## src/rtl/i2s_tx_pkg.sv

```systemverilog
package i2s_tx_pkg;

    localparam int SAMPLE_W = 32;

    typedef logic [SAMPLE_W-1:0] sample_t;

    typedef enum logic [1:0] {
        SZ_8   = 2'd0,
        SZ_16  = 2'd1,
        SZ_32  = 2'd2,
        SZ_32X = 2'd3
    } wsize_e;

    // One bit-clock falling event and the word-select value that goes with it
    typedef struct packed {
        logic tick;
        logic ws;
    } bitev_t;

    // Decision taken when a slot begins
    typedef struct packed {
        logic    start;
        logic    left;
        logic    need;
        sample_t word;
    } slot_t;

    // Move the sample to the top of the shift word, zero below it
    function automatic sample_t left_align(sample_t w, wsize_e sz);
        sample_t r;
        case (sz)
            SZ_8:    r = {w[7:0],  {(SAMPLE_W-8){1'b0}}};
            SZ_16:   r = {w[15:0], {(SAMPLE_W-16){1'b0}}};
            default: r = w;
        endcase
        return r;
    endfunction

endpackage

```

## src/rtl/i2s_tx_fifo.sv

```systemverilog
module i2s_tx_fifo
    import i2s_tx_pkg::*;
#(
    parameter int DEPTH = 8,
    parameter int LVL_W = $clog2(DEPTH + 1)
) (
    input  logic             clk,
    input  logic             rst,
    input  logic             clr,
    input  logic             wr,
    input  sample_t          wdata,
    input  logic             rd,
    output sample_t          rdata,
    output logic             empty,
    output logic             full,
    output logic [LVL_W-1:0] level
);

    localparam int PTR_W = (DEPTH > 1) ? $clog2(DEPTH) : 1;
    localparam logic [PTR_W-1:0] LAST = PTR_W'(DEPTH - 1);

    sample_t          mem [DEPTH];
    logic [PTR_W-1:0] wp, rp;
    logic [LVL_W-1:0] cnt;
    logic             do_wr, do_rd;

    always_comb begin
        empty = (cnt == '0);
        full  = (cnt == LVL_W'(DEPTH));
        do_wr = wr && !full && !clr;
        do_rd = rd && !empty && !clr;
        rdata = mem[rp];
        level = cnt;
    end

    always_ff @(posedge clk) begin
        if (rst || clr) begin
            wp  <= '0;
            rp  <= '0;
            cnt <= '0;
        end else begin
            if (do_wr) wp <= (wp == LAST) ? '0 : wp + 1'b1;
            if (do_rd) rp <= (rp == LAST) ? '0 : rp + 1'b1;
            case ({do_wr, do_rd})
                2'b10:   cnt <= cnt + 1'b1;
                2'b01:   cnt <= cnt - 1'b1;
                default: cnt <= cnt;
            endcase
        end
    end

    always_ff @(posedge clk) begin
        if (do_wr) mem[wp] <= wdata;
    end

    AST_NO_OVERFLOW: assert property (@(posedge clk) disable iff (rst)
        cnt <= LVL_W'(DEPTH));

    AST_FULL_DROP: assert property (@(posedge clk) disable iff (rst)
        full && wr && !rd && !clr |=> full);

endmodule

```

## src/rtl/i2s_tx_bitclk.sv

```systemverilog
module i2s_tx_bitclk
    import i2s_tx_pkg::*;
#(
    parameter int DIV_W  = 8,
    parameter int HALF_W = 5
) (
    input  logic              clk,
    input  logic              rst,
    input  logic              clr,
    input  logic              master,
    input  logic              stop,
    input  logic [DIV_W-1:0]  div,
    input  logic [HALF_W-1:0] half_m1,
    input  logic              sck_in,
    input  logic              ws_in,
    input  logic              ws_cur,
    output bitev_t            ev,
    output logic              sck_o
);

    logic [DIV_W-1:0]  divc;
    logic              sck_q;
    logic [HALF_W-1:0] bitc;
    logic [2:0]        sck_sy;
    logic [1:0]        ws_sy;
    logic              run_m, edge_m, wrap, fall_s;

    always_comb begin
        run_m  = master && !stop;
        edge_m = run_m && (divc >= div);
        wrap   = (bitc >= half_m1);
        fall_s = sck_sy[2] && !sck_sy[1];
        if (master) begin
            ev.tick = edge_m && sck_q;
            ev.ws   = wrap ? !ws_cur : ws_cur;
        end else begin
            ev.tick = !stop && fall_s;
            ev.ws   = ws_sy[1];
        end
        sck_o = master && sck_q;
    end

    always_ff @(posedge clk) begin
        if (rst || clr) begin
            divc   <= '0;
            sck_q  <= 1'b0;
            bitc   <= '1;
            sck_sy <= '0;
            ws_sy  <= '0;
        end else begin
            sck_sy <= {sck_sy[1:0], sck_in};
            ws_sy  <= {ws_sy[0], ws_in};
            if (run_m) begin
                if (edge_m) begin
                    divc  <= '0;
                    sck_q <= !sck_q;
                    if (sck_q) bitc <= wrap ? '0 : bitc + 1'b1;
                end else begin
                    divc <= divc + 1'b1;
                end
            end
        end
    end

endmodule

```

## src/rtl/i2s_tx_ser.sv

```systemverilog
module i2s_tx_ser
    import i2s_tx_pkg::*;
(
    input  logic    clk,
    input  logic    rst,
    input  logic    clr,
    input  bitev_t  ev,
    input  logic    mono,
    input  logic    mute,
    input  wsize_e  wsize,
    input  logic    fifo_empty,
    input  sample_t fifo_data,
    output logic    pop,
    output logic    ws_q,
    output logic    sd,
    output logic    underrun
);

    sample_t sh, hold;
    slot_t   slot;

    always_comb begin
        slot.start = ev.tick && (ev.ws != ws_q);
        slot.left  = !ev.ws;
        slot.need  = slot.start && (!mono || slot.left);
        if (mono && !slot.left)
            slot.word = hold;
        else if (fifo_empty)
            slot.word = '0;
        else
            slot.word = left_align(fifo_data, wsize);
        pop = slot.need && !fifo_empty;
    end

    always_ff @(posedge clk) begin
        if (rst || clr) begin
            ws_q     <= 1'b1;
            sd       <= 1'b0;
            sh       <= '0;
            hold     <= '0;
            underrun <= 1'b0;
        end else if (ev.tick) begin
            sd   <= sh[SAMPLE_W-1];
            ws_q <= ev.ws;
            if (slot.start) begin
                sh <= mute ? '0 : slot.word;
                if (slot.left) hold <= slot.word;
                if (slot.need && fifo_empty) underrun <= 1'b1;
            end else begin
                sh <= {sh[SAMPLE_W-2:0], 1'b0};
            end
        end
    end

    AST_UNDERRUN_STICKY: assert property (@(posedge clk) disable iff (rst)
        $past(underrun) && !$past(clr) |-> underrun);

endmodule

```

## src/rtl/i2s_tx.sv

```systemverilog
module i2s_tx
    import i2s_tx_pkg::*;
#(
    parameter  int DEPTH  = 8,
    parameter  int DIV_W  = 8,
    localparam int LVL_W  = $clog2(DEPTH + 1),
    localparam int HALF_W = $clog2(SAMPLE_W)
) (
    input  logic              clk,
    input  logic              rst,
    input  logic              cfg_master,
    input  logic              cfg_mono,
    input  logic [1:0]        cfg_wsize,
    input  logic [HALF_W-1:0] cfg_half,
    input  logic [DIV_W-1:0]  cfg_div,
    input  logic [LVL_W-1:0]  cfg_level,
    input  logic              cfg_mute,
    input  logic              cfg_stop,
    input  logic              cfg_reset,
    input  logic              wr_en,
    input  logic [31:0]       wr_data,
    output logic              wr_full,
    input  logic              sck_in,
    input  logic              ws_in,
    output logic              sck_out,
    output logic              ws_out,
    output logic              sd_out,
    output logic              irq,
    output logic              dma_req,
    output logic              underrun
);

    sample_t          q_data;
    logic             q_empty, q_pop;
    logic [LVL_W-1:0] q_level;
    bitev_t           ev;
    logic             ws_q;

    i2s_tx_fifo #(.DEPTH(DEPTH), .LVL_W(LVL_W)) u_fifo (
        .clk   (clk),
        .rst   (rst),
        .clr   (cfg_reset),
        .wr    (wr_en),
        .wdata (wr_data),
        .rd    (q_pop),
        .rdata (q_data),
        .empty (q_empty),
        .full  (wr_full),
        .level (q_level)
    );

    i2s_tx_bitclk #(.DIV_W(DIV_W), .HALF_W(HALF_W)) u_clk (
        .clk     (clk),
        .rst     (rst),
        .clr     (cfg_reset),
        .master  (cfg_master),
        .stop    (cfg_stop),
        .div     (cfg_div),
        .half_m1 (cfg_half),
        .sck_in  (sck_in),
        .ws_in   (ws_in),
        .ws_cur  (ws_q),
        .ev      (ev),
        .sck_o   (sck_out)
    );

    i2s_tx_ser u_ser (
        .clk        (clk),
        .rst        (rst),
        .clr        (cfg_reset),
        .ev         (ev),
        .mono       (cfg_mono),
        .mute       (cfg_mute),
        .wsize      (wsize_e'(cfg_wsize)),
        .fifo_empty (q_empty),
        .fifo_data  (q_data),
        .pop        (q_pop),
        .ws_q       (ws_q),
        .sd         (sd_out),
        .underrun   (underrun)
    );

    always_comb begin
        ws_out  = ws_q;
        irq     = (q_level <= cfg_level);
        dma_req = (q_level <= cfg_level);
    end

    AST_WS_ON_FALL: assert property (@(posedge clk) disable iff (rst)
        cfg_master && $past(cfg_master) && !$past(cfg_reset) && !$stable(ws_out)
        |-> $fell(sck_out));

    AST_STOP_FREEZE: assert property (@(posedge clk) disable iff (rst)
        cfg_master && $past(cfg_master) && $past(cfg_stop) && !$past(cfg_reset)
        |-> $stable(sck_out) && $stable(ws_out));

    AST_RESET_IDLE: assert property (@(posedge clk) disable iff (rst)
        cfg_reset |=> !sck_out && ws_out && !sd_out && !underrun && irq);

endmodule

```

## config.mk

```make
export PLATFORM = sky130hd
export DESIGN_NAME = i2s_tx
export DESIGN_NICKNAME = d
export VERILOG_FILES = /design/src/rtl/i2s_tx_pkg.sv /design/src/rtl/i2s_tx_fifo.sv /design/src/rtl/i2s_tx_bitclk.sv /design/src/rtl/i2s_tx_ser.sv /design/src/rtl/i2s_tx.sv
export SDC_FILE = /design/constraint.sdc
export NUM_CORES = 1
export LEC_CHECK = 0
export BUFFER_PORTS_ARGS = -buffer_cell sky130_fd_sc_hd__buf_2
export CAP_MARGIN = 20
export CELL_PAD_IN_SITES_DETAIL_PLACEMENT = 1
export CELL_PAD_IN_SITES_GLOBAL_PLACEMENT = 1
export CORE_MARGIN = 2
export CORE_UTILIZATION = 55
export CTS_CLUSTER_DIAMETER = 120
export DETAILED_ROUTE_END_ITERATION = 7
export GPL_ROUTABILITY_DRIVEN = 0
export GPL_TIMING_DRIVEN = 0
export PLACE_DENSITY_LB_ADDON = 0.1
export SLEW_MARGIN = 20
export SYNTH_ARGS = -nofsm -noshare
export SYNTH_HDL_FRONTEND = slang
export SYNTH_SLANG_ARGS = --single-unit
```

## constraint.sdc

```tcl
create_clock -name clk -period 8.6 [get_ports clk]
set_clock_uncertainty 0.05 [all_clocks]
set_input_delay 0.86 -clock clk [delete_from_list [all_inputs] [get_ports clk]]
set_output_delay 0.86 -clock clk [all_outputs]
set_load 0.02 [all_outputs]
```

; ---- After elaboration in Yosys (flattened, before gate mapping)
; Memories as Yosys holds them, arrays and structs flattened. A register that Yosys moved wholly into a read port is not among the register bits.
; Cells that the tools add are included.
[op_classes]
n_addsub = 6
n_lt_le_gt_ge = 3
n_eq_ne = 7
mux = 16
bitwise_logic = 1
reduce_logical = 33
[ops]
columns = operator, count
row1 = $mux W32, 4
row2 = $pmux W32 S2, 1
row3 = $logic_and A1 B1 Y1, 15
row4 = $mux W3, 4
row5 = $logic_not A1 Y1, 9
row6 = $reduce_and A3 Y1, 3
row7 = $add A8 B1 Y8 const B, 1
row8 = $ge A8 B8 Y1, 1
row9 = $mux W8, 1
row10 = $pmux W4 S2, 1
row11 = $add A3 B1 Y3 const B, 2
row12 = $eq A3 B3 Y1 const B, 2
row13 = $add A5 B1 Y5 const B, 1
row14 = $ge A5 B5 Y1, 1
row15 = $mux W5, 1
row16 = $add A4 B1 Y4 const B, 1
row17 = $eq A2 B1 Y1 const B, 2
row18 = $eq A4 B4 Y1 const B, 1
row19 = $le A4 B4 Y1, 1
row20 = $logic_not A4 Y1, 1
row21 = $sub A4 B1 Y4 const B, 1
row22 = $mux W1, 3
row23 = $eq A2 B2 Y1 const B, 1
row24 = $logic_not A2 Y1, 1
row25 = other kinds (6), 7
[word_totals]
reg_bits = 96
ramBits = 256
in_bits = 61
out_inout_bits = 7
mem_count = 1
[memory_table]
columns = name, depth, word_bits, rd, rd_clocked_by_memory_dff, write_ports, line
row1 = u_fifo.mem, 8, 32, 1, 1, 1, i2s_tx_fifo.sv:22  ; sample_t mem [DEPTH];

; ---- Depth between registers and ports, before layout
; Gate-level depths: netlist of run 1.
[depth]
depth_word = 13
ltp_mapped = 16
mapped_depth_nobuf = 15

; ---- Hierarchy
; A second synthesis of run 1 with hierarchy kept.
[unflattened]
hier_cells = 1004
area_unflattened_um2 = 14726.6
[by_module_without_submodules]
columns = mod, n_inst, cells_each, area_per_inst_um2, seq_area_each_um2
row1 = i2s_tx_fifo, 1, 452, 10273.6, 7947.6
row2 = i2s_tx_ser, 1, 404, 3201.8, 1341.3
row3 = i2s_tx_bitclk, 1, 134, 1143.6, 380.4
row4 = i2s_tx, 1, 14, 107.6, 0.0

; ---- Worst setup path after synthesis of run 1
; OpenSTA, ideal clock, no wires.
[synth_timing]
kind = reg2reg
start = register u_fifo.cnt[1] (netlist: u_fifo.level[1])
end = memory u_fifo.mem[0][0] in the netlist's numbering, enable pin
t_arrival_ns = 4.513
path_slack_ns = 3.536
path_stages_with_launch = 8
synth_period_minus_slack_ns = 5.064
cell_sequence = dfxtp_1 > buf_2 > nor3_1 > and2_1 > nand2b_1 > or2_2 > clkbuf_1 > nor4_1
[synth_via]
elab_chain_len = 6
[synth_lines]
columns = item, line
row1 = start: declaration, i2s_tx_fifo.sv:24  ; logic [LVL_W-1:0] cnt;
row2 = start signal: assignment, i2s_tx_fifo.sv:45  ; 2'b10: cnt <= cnt + 1'b1;
row3 = start signal: assignment, i2s_tx_fifo.sv:46  ; 2'b01: cnt <= cnt - 1'b1;
row4 = start signal: assignment, i2s_tx_fifo.sv:47  ; default: cnt <= cnt;
row5 = $eq A4 B4 Y1, i2s_tx_fifo.sv:29  ; full = (cnt == LVL_W'(DEPTH));
row6 = via wr_full, i2s_tx.sv:22  ; output logic wr_full,
row7 = $logic_not A1 Y1, i2s_tx_fifo.sv:30  ; do_wr = wr && !full && !clr;
row8 = $logic_and A1 B1 Y1 (2 in a row), i2s_tx_fifo.sv:30
row9 = $mux W1, i2s_tx_fifo.sv:53  ; if (do_wr) mem[wp] <= wdata;
row10 = $mux W1 (implied by the code), i2s_tx_fifo.sv:53
row11 = end: declaration, i2s_tx_fifo.sv:22
; The timed path passes the listed nets, and every way through them passes these cells.

; ---- Final worst setup path of run 1
[layout_timing]
start = input port cfg_half[4]
end = register u_fifo.cnt[2] (netlist: u_fifo.level[2])
[layout_via]
elab_chain_len = 11
word_cells_on_any_way = 15
cone_classes = order compare: 1 / eq/ne: 3 / mux: 3 / reduce/logical: 8
[layout_lines]
columns = item, line
row1 = start: declaration, i2s_tx.sv:14  ; input logic [HALF_W-1:0] cfg_half,
row2 = $ge A5 B5 Y1 (*), i2s_tx_bitclk.sv:31  ; wrap = (bitc >= half_m1);
row3 = $mux W1 (*), i2s_tx_bitclk.sv:35  ; ev.ws = wrap ? !ws_cur : ws_cur;
row4 = $mux W2 (*), i2s_tx_bitclk.sv:33  ; if (master) begin
row5 = $ne A1 B1 Y1 / $logic_not A1 Y1 (equally long branches), "i2s_tx_ser.sv:23, i2s_tx_ser.sv:24"
row6 = $logic_and A1 B1 Y1 / $logic_or A1 B1 Y1 (equally long branches), "i2s_tx_ser.sv:23, i2s_tx_ser.sv:25"
row7 = $logic_and A1 B1 Y1 (*), i2s_tx_ser.sv:25  ; slot.need = slot.start && (!mono || slot.left);
row8 = $logic_and A1 B1 Y1 (*), i2s_tx_ser.sv:32  ; pop = slot.need && !fifo_empty;
row9 = $logic_and A1 B1 Y1 (*) (2 in a row), i2s_tx_fifo.sv:31  ; do_rd = rd && !empty && !clr;
row10 = $eq A2 B1 Y1 / $eq A2 B2 Y1 (equally long branches), i2s_tx_fifo.sv:44  ; case ({do_wr, do_rd})
row11 = $pmux W4 S2 / $reduce_bool A2 Y1 (equally long branches), --
; Every way passes the cells marked *; elsewhere a longest branch is shown, timed or not.
; A chain may end at the register's enable or synchronous reset.

==> qor.yml, run 1 <==
cts:
  cts_buffers: 38
  post_cts_resized: 0
  hold_buffers: 0
  cts_tree: "yes"
  root_buffer: "clkbuf_16"
  worstSkewPairLatency_ns: 0.54
  ctsHtreeMaxLevel: 2
  cts_sinks: 355
  cts_setup_buffers: 0
  ctsLongestPathBuffers: 3
  clkTransAtPathRegs_ns: 0.05
logic_synthesis:
  seq_area_frac_synth_pct: 61.3
  synth_area_leaders: "edfxtp_1, dfxtp_1, mux4_2, mux2i_1, nor2_1"
  synth_cell_types: 68
  post-synth-top-area-fraction_pct: 48.8
  postSynthNetCount: 1186
  synth_top_cell_by_area: "edfxtp_1"
  synth_ff_type: "edfxtp_1"
  synth_edf_count: 256
  netlist_area_mm2: 0.0158
  yosysWarningCount: 0
  synthArstFlopShare_pct: 0
  syn_area_per_cell_um2: 14.3
  synthCells: 1099
  ys_ff_latch: 355
power_and_ir_drop:
  powerDensity_mw_per_mm2: 204
  ir_drop_mv: 0.218
  p_leak_nw: 6.30
die:
  rows: 61
  core_region_area_mm2: 0.0280
  pin_count: 68
  fp.dieW_um: 173
  die_h_um: 173
  initial_core_util_pct: 56.3
  dieArea_mm2: 0.0300
grt:
  track_usage_pct: 30.8
  grt_pass1_wl_mm: 69.5
  antenna_found_initial: 1
  grt-ovfl-total: 0
  grt_pass1_vias: 11300
  grt_max_degree: 18
placed_design:
  preCtsSetupSlack_ns: 4.56
  io_buffers: 66
  dp_hpwl_mm: 31.2
worst_setup_path:
  cp_data_arrival_time_ns: 3.90
  path_class: "input port to flop"
  cp.required_ns: 8.99
  rrSetupSlack_ns: 5.13
  crit_fanout: 10
  r2r_start: "u_clk.divc[0]"
  r2r_cells: 16
  worstSetupEndpointType: "flop"
  crit_path_start_kind: "input port"
  timing.rr.end: "u_fifo.level[2]"
routing:
  drt-vias-per-instance: 6.35
  drt-initial-drc-count: 1157
  post_drt_wl_per_cell_um: 27.6
  drc: 0
  vias: 10400
  dr.pass1.iters: 5
  wirelength_mm: 45.3
  ant_nets: 0
sta:
  fin_setup_tns_ns: 0
  period_needed_ns: 3.51
  worst_pin_slew_ns: 0.894
  drv_slew: 0
  setup_violations: 0
  final_hold_viol_count: 0
  fin_crit_sh_pct: 40.9
  relSlewSlack_pct: 39.9
  rsz0062_at_grt: "no"
  setup_slack_ns: 5.09
  max_freq_ghz: 0.285
final_layout:
  drive_gt1_share_pct: 26.8
  area_growth_syn_to_layout_pct: 15.8
  final_common_cell: "edfxtp_1"
  layout.nets: 1321
  mostFrequentLayoutCells: "edfxtp_1, dfxtp_1, buf_2"
  fillers: 2645
worst_hold_path:
  whs_path_depth: 1
  hp-class: "flop to flop"
  hold_end: "u_clk.ws_sy[1]"
  min_from: "u_clk.ws_sy[0]"
run_status:
  status: "finished clean"
job:
  maxCapViolCount: 0
==> synthesized netlist by cell type (14+ instances only) <==
library cell	count
a21oi_1	50
mux2i_1	70
nor2_1	89
nor3_2	14
buf_2	20
nand2_1	71
inv_1	24
ha_1	26
nand3_1	15
a211oi_1	17
dfxtp_1	99
o21ai_0	55
clkbuf_1	15
mux4_2	70
o21ai_1	15
edfxtp_1	256
a22oi_1	15
buf_4	19
==> worst max-delay path by stage <==
stage	endpoint	slack, ns	start
after floorplan	u_fifo.mem[0][0]	3.54	u_fifo.level[1]
after global placement	u_fifo.mem[0][21]	0.14	wr_en
after detailed placement	u_fifo.level[2]	4.56	cfg_half[4]
after CTS	u_fifo.level[2]	5.09	u_clk.divc[0]
after global routing	u_fifo.level[2]	4.84	u_clk.divc[0]
final	u_fifo.level[2]	5.09	cfg_half[4]
==> metrics by stage <==
stage | util, % | power (mW) | hold WS [ns] | area (um^2) | instances
floorplan | - | 1.96 | 0.356 | 15800 | 1099
global placement | 59.2 | 2.01 | 0.358 | 16600 | 1543
detailed placement | 60.4 | 2.02 | 0.368 | 16900 | 1572
CTS | 65.2 | 3.75 | 0.381 | 18300 | 1641
global route | 65.2 | 3.82 | 0.417 | 18300 | 1641
finish | 65.2 | 3.73 | 0.379 | 18300 | 1642
==> power by group <==
| part | internal (mW) | switching [mW] | leakage [nW] |
|---|---|---|---|
| logic | 0.0478 | 0.0948 | 2.55 |
| registers | 1.84 | 0.00527 | 3.11 |
| clock network | 1.05 | 0.692 | 0.639 |
| total | 2.94 | 0.792 | 6.30 |
==> state kept, by name, summed over array words and instances, names as in the netlist, 2 cells and up, named ones only <==
name	count
u_fifo.level	4
u_clk.bitc	5
u_clk.divc	8
u_fifo.wp	3
u_fifo.mem	256
u_clk.ws_sy	2
u_fifo.rp	3
u_clk.sck_sy	3
u_ser.sh	32
u_ser.hold	32
==> routing by layer <==
metal	global-route usage (%)	vias to the layer above	share of wire, %
met5	0	-	0
met4	12.6	0	4.1
met3	4.78	127	6.3
met2	53.7	440	51
met1	38.6	5344	39
li1	-	4513	-
==> cells by family after synthesis <==
family / synth area share, %
buf+inv: 3.52
xor+xnor: 0.611
fa+ha+maj: 2.06
flops: 61.3
compound gates: 9.31
simple gates: 7.65
mux: 15.5
==> cell type report <==
cell class	instances	area [um^2]	area share, %
diodes	1	2.50	0.0137
plain buffers	70	464	2.54
multi-input cells	650	5600	30.7
flip-flops and latches	355	9670	53.0
clock inverters	22	273	1.49
inverters	24	90.1	0.494
well taps	378	473	2.59
clock buffers	47	1050	5.73
repair buffers	95	638	3.50
==> worst max-delay path, stage by stage <==
cell and delay, ns:
buf_2 0.07, inv_1 0.04, ha_1 0.32, a21oi_2 0.27, o32ai_1 0.12, a41o_1 0.24
nor2_1 0.22, buf_6 0.22, nand4_4 0.18, inv_1 0.12, ha_1 0.26, xor2_1 0.17
ha_1 0.16, a21oi_1 0.05, xor2_1 0.15, or3_1 0.31, a21oi_1 0.13
No activity file was read; power rests on OpenSTA's default activity.
==> inputs of run 2 (changes only) <==
ABC_AREA = 1   (was default)
CORE_UTILIZATION = 44   (was 55)
clock period = 3.2 ns   (was 8.6 ns; I/O delays follow)
==> qor.yml, run 2 <==
worst_setup_path:
  crit_path_start_kind: "flop"
  cp.required_ns: 3.59  # -5.40 ns
  path_class: "flop to flop"
  worstSetupEndpointType: "flop"
  cp_data_arrival_time_ns: 3.39  # -0.51 ns
  crit_fanout: 7  # -3
logic_synthesis:
  synth_common_cells: "nand2_1, edfxtp_1, nor2_1"
  synth_compound_area_share_pct: 8.38  # -0.93 points
  synth_cell_types: 32  # -53%
  synth_most_common_cell: "nand2_1"
  synth_edf_count: 256  # unchanged
  synth_top_cell_by_area: "edfxtp_1"
  syn_area_per_cell_um2: 9.56  # -33%
  postSynthNetCount: 1707  # +44%
  synthArstFlopShare_pct: 0  # unchanged
  seq_area_frac_synth_pct: 62.4  # +1.1 points
  ys_ff_latch: 355  # unchanged
  post-synth-top-area-fraction_pct: 49.6  # +0.89 points
  synth-adder-area-share_pct: 2.10  # +0.038 points
  synth_ff_type: "edfxtp_1"
  synth_mux_area_share_pct: 0  # -16 points
  synthCells: 1620  # +47%
  synth_area_leaders: "edfxtp_1, dfxtp_1, nand2_1, nor2_1, nand3_1"
  yosysWarningCount: 0  # unchanged
  synth_xor_area_share_pct: 0.509  # -0.10 points
  netlist_area_mm2: 0.0155  # -1.8%
  synth_top_family_by_area: "simple AND/OR/NAND/NOR gates"
  synth-simple-area-share_pct: 21.4  # +14 points
power_and_ir_drop:
  p_total_mw: 9.73  # +160%
  powerDensity_mw_per_mm2: 533  # +160%
  swShare_pct: 21.9  # +0.66 points
  seqPwrFrac_pct: 51.1  # +1.6 points
  p_clk_share_pct: 44.5  # -2.1 points
  switchingPower_mw: 2.13  # +170%
  comb_power_share_pct: 4.4  # +0.6 points
  p_int_mw: 7.60  # +160%
  p_leak_nw: 7.17  # +14%
  ir_drop_mv: 0.464  # +110%
die:
  pin_count: 68  # unchanged
  fp.dieW_um: 192  # +11%
  core_region_area_mm2: 0.0346  # +24%
  initial_core_util_pct: 44.7  # -12 points
  rows: 68  # +11%
  dieArea_mm2: 0.0367  # +22%
  die_h_um: 192  # +11%
grt:
  antenna_found_initial: 0  # -1
  grt_max_degree: 21  # +3
  grt-ovfl-total: 0  # unchanged
  track_usage_pct: 25.4  # -5.4 points
  grt_pass1_wl_mm: 70.5  # +1.4%
  grt_pass1_vias: 12800  # +13%
sta:
  setup_violations: 0  # unchanged
  final_hold_viol_count: 0  # unchanged
  worst_pin_slew_ns: 0.909  # +0.0148 ns
  fin_crit_sh_pct: 93.6
  period_needed_ns: 3.00
  max_freq_ghz: 0.334
  relSlewSlack_pct: 39.4  # -0.49 points
  drv_slew: 0  # unchanged
final_layout:
  largest_register_ffs: 256  # unchanged
  layout.nets: 1857  # +41%
  antenna_cells: 0  # -1
  reg.largest.list: "u_fifo.mem (256), u_ser.hold (32), u_ser.sh (32)"
  stdcell_count: 2253  # +37%
  regMostFlops: "u_fifo.mem"
  mostFrequentLayoutCells: "nand2_1, edfxtp_1, nor2_1"
  drive_gt1_share_pct: 12.3  # -14 points
  area_growth_syn_to_layout_pct: 17.9
  final_common_cell: "nand2_1"
  fillers: 3915  # +48%
job:
  maxCapViolCount: 0  # unchanged
worst_hold_path:
  hp-class: "input port to flop"
routing:
  post_drt_wl_per_cell_um: 20.4  # -26%
  drt-vias-per-instance: 5.42  # -15%
  drt-initial-drc-count: 648  # -44%
  ant_nets: 0  # unchanged
  dr.pass1.iters: 6  # +1
  wirelength_mm: 46.1  # +1.6%
  drc: 0  # unchanged
  vias: 12200  # +17%
cts:
  cts_buffers: 39  # +2.6%
  root_buffer: "clkbuf_16"
  worstSkewPairLatency_ns: 0.56  # +0.02 ns
  ctsHtreeMaxLevel: 2  # unchanged
  ctsLongestPathBuffers: 3  # unchanged
  clkTransAtPathRegs_ns: 0.06  # about the same
  cts_sinks: 355  # unchanged
  cts_tree: "yes"
placed_design:
  dp_hpwl_mm: 31.6  # +1.5%
  dp.cells: 2151  # +37%
  io_buffers: 67  # +1.5%
run_status:
  status: "finished clean"
## run 2: cell types whose count changed after synthesis, moves of 17 or more
cell and delta:
mux4_2 -70, buf_2 +25, nor2_1 +160, o21ai_0 +68
mux2i_1 -70, a21oi_1 +37, inv_1 +59, a211oi_1 -17
nand2_1 +292, nand3_1 +144, o31ai_1 +17
## run 2: final cells by class
class	instances	area [um^2]	share of cell area, %
multi-input combinational	1082	5130	28.1
buffer	94	468	2.56
tap	455	569	3.12
sequential	355	9670	53.0
clock buffer	54	1060	5.82
clock inverter	15	149	0.816
timing repair buffer	109	863	4.73
inverter	89	334	1.83
## run 2: timing repair
item / 4_1_cts / 5_1_grt
hold endpoints to repair: 203 / 0
buffers inserted: 0 / 5
hold buffers: 28 / 0
pin swaps: 0 / 4
gates resized for setup: 6 / 10
endpoints found under the setup margin: 3 / 3
## run 2: worst max-delay path, cell delays in order, from the launching register on
cell	delay, ns
dfxtp_1	0.38
ha_1	0.27
a21oi_1	0.29
nand3_4	0.18
nand2_1	0.09
nand3_1	0.13
nand3_4	0.15
nand3_1	0.13
nor2_2	0.19
ha_2	0.23
nor2_1	0.05
nor2_1	0.16
ha_1	0.19
a21oi_2	0.04
xor2_1	0.16
o21ai_1	0.13
inv_1	0.05
## run 2: power by group through the flow
stage / sequential (mW) / combinational, mW / clock (mW)
after floorplan: 5.07 / 0.192 / 0
after global placement: 5.07 / 0.362 / 0
after detailed placement: 5.07 / 0.392 / 0
after CTS: 4.97 / 0.423 / 4.39
after global routing: 4.97 / 0.475 / 4.55
final: 4.97 / 0.428 / 4.33
## run 2: metal layers
metal	GRT usage (%)	vias up	wire (um)
met1	31.4	6064	19700
met4	9.47	0	1480
li1	-	5799	-
met5	0	-	0
met3	4.11	92	1980
met2	44.8	264	22900
## run 2: stage by stage
| step | setup TNS (ns) | util (%) | instance area [um^2] | setup slack (ns) | hold slack (ns) |
|---|---|---|---|---|---|
| floorplan | 0 | - | 15500 | 0.288 | 0.344 |
| global placement | -286.92 | 47.3 | 16400 | -1.26 | 0.355 |
| detailed placement | -0.419 | 48.1 | 16700 | -0.199 | 0.359 |
| CTS | 0 | 52.5 | 18200 | 0.0130 | 0.00779 |
| global route | -0.0325 | 52.7 | 18300 | -0.0176 | 0.0100 |
| finish | 0 | 52.7 | 18300 | 0.205 | 0.0150 |
## run 2: path summary, 6_finish.rpt
| kind | end | slack [ns] | cells after the start | start |
|---|---|---|---|---|
| hold / removal | u_fifo.mem[7][24] | 0.01 | 1 | wr_data[24] |
| setup / recovery | u_fifo.level[2] | 0.20 | 16 | u_clk.bitc[4] |
| hold reg to reg | u_clk.sck_sy[1] | 0.37 | 2 | u_clk.sck_sy[0] |
| setup reg to reg | u_fifo.level[2] | 0.20 | 16 | u_clk.bitc[4] |
## run 2: cells by family (layout without fill, tap and decap cells)
| family | count (synthesis) | in the layout |
|---|---|---|
| AND/OR/NAND/NOR | 806 | 806 |
| AO/OA/AOI/OAI | 241 | 241 |
| XOR/XNOR | 9 | 9 |
| flip-flops | 355 | 355 |
| adder cells (fa/ha/maj) | 26 | 26 |
| buffers and inverters | 183 | 361 |
==> inputs of run 3 (changes only) <==
--- a/config.mk
+++ b/config.mk
@@ -12,6 +12,7 @@
 export CELL_PAD_IN_SITES_GLOBAL_PLACEMENT = 1
 export CORE_MARGIN = 2
-export CORE_UTILIZATION = 44
-export CTS_CLUSTER_DIAMETER = 120
+export CORE_UTILIZATION = 45
+export CTS_BUF_LIST = sky130_fd_sc_hd__clkbuf_2 sky130_fd_sc_hd__clkbuf_4 sky130_fd_sc_hd__clkbuf_8
+export CTS_CLUSTER_DIAMETER = 30
 export DETAILED_ROUTE_END_ITERATION = 7
 export GPL_ROUTABILITY_DRIVEN = 0
==> constraint.sdc (replaced) <==
create_clock -name clk -period 3.2 [get_ports clk]
set_clock_uncertainty 0.05 [all_clocks]
set_input_delay 0 -clock clk [delete_from_list [all_inputs] [get_ports clk]]
set_output_delay 0 -clock clk [all_outputs]
set_load 0.02 [all_outputs]
==> qor.yml, run 3 (synthesis results as in run 2) <==
grt:
  grt-ovfl-total: 0  # unchanged
  grt_pass1_vias: 13400  # +4.7%
  antenna_found_initial: 0  # unchanged
  track_usage_pct: 27.0  # +1.6 points
  grt_max_degree: 21  # unchanged
  grt_pass1_wl_mm: 74.0  # +4.9%
die:
  dieArea_mm2: 0.0359  # -2.2%
  rows: 67  # -1.5%
  pin_count: 68  # unchanged
  fp.dieW_um: 189  # -1.1%
  core_region_area_mm2: 0.0337  # -2.7%
  initial_core_util_pct: 45.9  # +1.2 points
  die_h_um: 189  # -1.1%
final_layout:
  largest_register_ffs: 256  # unchanged
  final_common_cell: "nand2_1"
  mostFrequentLayoutCells: "nand2_1, edfxtp_1, nor2_1"
  regMostFlops: "u_fifo.mem"
  area_growth_syn_to_layout_pct: 23.6
  finalInstanceArea_mm2: 0.0191  # +4.8%
  antenna_cells: 0  # unchanged
  reg.largest.list: "u_fifo.mem (256), u_ser.hold (32), u_ser.sh (32)"
  drive_gt1_share_pct: 17.0  # +4.7 points
  stdcell_count: 2348  # +4.2%
  layout.nets: 1919  # +3.3%
sta:
  fin_crit_sh_pct: 90.5  # -3.1 points
  setup_violations: 0  # unchanged
  final_hold_viol_count: 0  # unchanged
  whs_ns: 0.0397  # +0.0247 ns
  relSlewSlack_pct: 35.0  # -4.4 points
  drv_slew: 0  # unchanged
  max_freq_ghz: 0.345  # +3.4%
  worst_pin_slew_ns: 0.975  # +0.0665 ns
  period_needed_ns: 2.90  # -0.0979 ns
worst_setup_path:
  endpoint: "u_fifo.level[3]"
  path_class: "flop to flop"
  timing.rr.end: "u_fifo.level[3]"
  r2r_cells: 22  # +6
  rrSetupSlack_ns: 0.30  # +0.10 ns
  crit_fanout: 10  # +3
  crit_start: "u_clk.divc[0]"
  cp_data_arrival_time_ns: 3.39  # about the same
  crit_path_start_kind: "flop"
  cp.required_ns: 3.69  # +0.10 ns
  r2r_start: "u_clk.divc[0]"
  worstSetupEndpointType: "flop"
routing:
  dr.pass1.iters: 5  # -1
  ant_nets: 0  # unchanged
  post_drt_wl_per_cell_um: 20.0  # -2.0%
  drc: 0  # unchanged
  drt-initial-drc-count: 595  # -8.2%
  drt-vias-per-instance: 5.35  # -1.3%
  vias: 12600  # +2.8%
  wirelength_mm: 47.0  # +2.1%
power_and_ir_drop:
  powerDensity_mw_per_mm2: 591  # +11%
  ir_drop_mv: 0.469  # +1.1%
  p_leak_nw: 7.62  # +6.2%
cts:
  clkTransAtPathRegs_ns: 0.06  # about the same
  ctsHtreeMaxLevel: 3  # +1
  ctsLongestPathBuffers: 3  # unchanged
  worstSkewPairLatency_ns: 0.66  # +0.10 ns
  cts_tree: "yes"
  cts_sinks: 355  # unchanged
  cts_buffers: 83  # +110%
  root_buffer: "clkbuf_8"
placed_design:
  io_buffers: 67  # unchanged
  dp.cells: 2145  # -0.28%
  dp_hpwl_mm: 31.5  # -0.29%
  placed_area_mm2: 0.0167  # +0.11%
job:
  maxCapViolCount: 0  # unchanged
worst_hold_path:
  hp-class: "input port to flop"
run_status:
  status: "finished clean"
run 3: per-stage QoR:
stage	power (mW)	utilization, %	TNS [ns]	setup WS [ns]
2_1_floorplan	5.26	-	0	0.288
3_3_place_gp	5.43	48.6	-293.17	-1.28
3_5_place_dp	5.46	49.5	-0.423	-0.208
4_1_cts	11.4	56.5	0	0.00343
6_report	11.3	56.8	0	0.303
5_1_grt	11.7	56.8	-0.0477	-0.0296
run 3: critical path, stage by stage (launching register included):
cell     delay, ns
dfxtp_2       0.34
inv_1         0.08
ha_1          0.27
nand2_1       0.04
nand3_1       0.08
nand2_1       0.05
nand2_1       0.05
nand2_1       0.08
nand2_4       0.10
nand3_2       0.09
nand2_2       0.12
buf_6         0.16
nand3_1       0.12
nor2_2        0.17
ha_2          0.22
nor2_1        0.05
nor2_1        0.14
nand3_1       0.12
nor2_1        0.12
nor2_1        0.06
nand2_1       0.09
o21ai_1       0.07
a21oi_1       0.14
run 3: routing by layer:
metal  global-route usage [%]  wire, um  vias up
met2                     46.9     23600      322
met4                     10.5      1300        0
met1                     33.5     20100     6186
met3                     4.89      2080      103
li1                         -         -     5952
met5                        0         0        -
run 3: where the power goes:
group | internal [mW] | switching [mW]
registers | 4.97 | 0.0117
logic | 0.152 | 0.293
clock network | 3.57 | 2.32
run 3: how the worst min path moves through the flow:
stage	startpoint	to	slack (ns)	cells past startpoint
5_1_grt	cfg_half[3]	u_clk.bitc[2]	0.05	6
2_1_floorplan	wr_data[0]	u_fifo.mem[0][0]	0.05	0
6_report	cfg_half[0]	u_clk.bitc[2]	0.04	7
3_5_place_dp	sck_in	u_clk.sck_sy[0]	0.18	3
3_3_place_gp	sck_in	u_clk.sck_sy[0]	0.17	3
4_1_cts	cfg_half[3]	u_clk.bitc[3]	0.01	6
run 3: timing repair:
| action | 4_1_cts | 5_1_grt |
|---|---|---|
| gates resized for setup | 3 | 16 |
| buffers inserted | 0 | 5 |
| cloned | 0 | 0 |
| endpoints found under the hold margin | 320 | 0 |
| endpoints found under the setup margin | 3 | 3 |
| hold buffers | 45 | 0 |
| pin swaps | 0 | 6 |
run 3: final cells by class:
type	instances	area (um^2)
plain buffers	94	468
clock buffers	100	1310
clock inverters	53	592
fillers	3802	14600
inverters	89	334
multi-input cells	1082	5140
flip-flops and latches	355	9670
well taps	448	561
repair buffers	127	1060
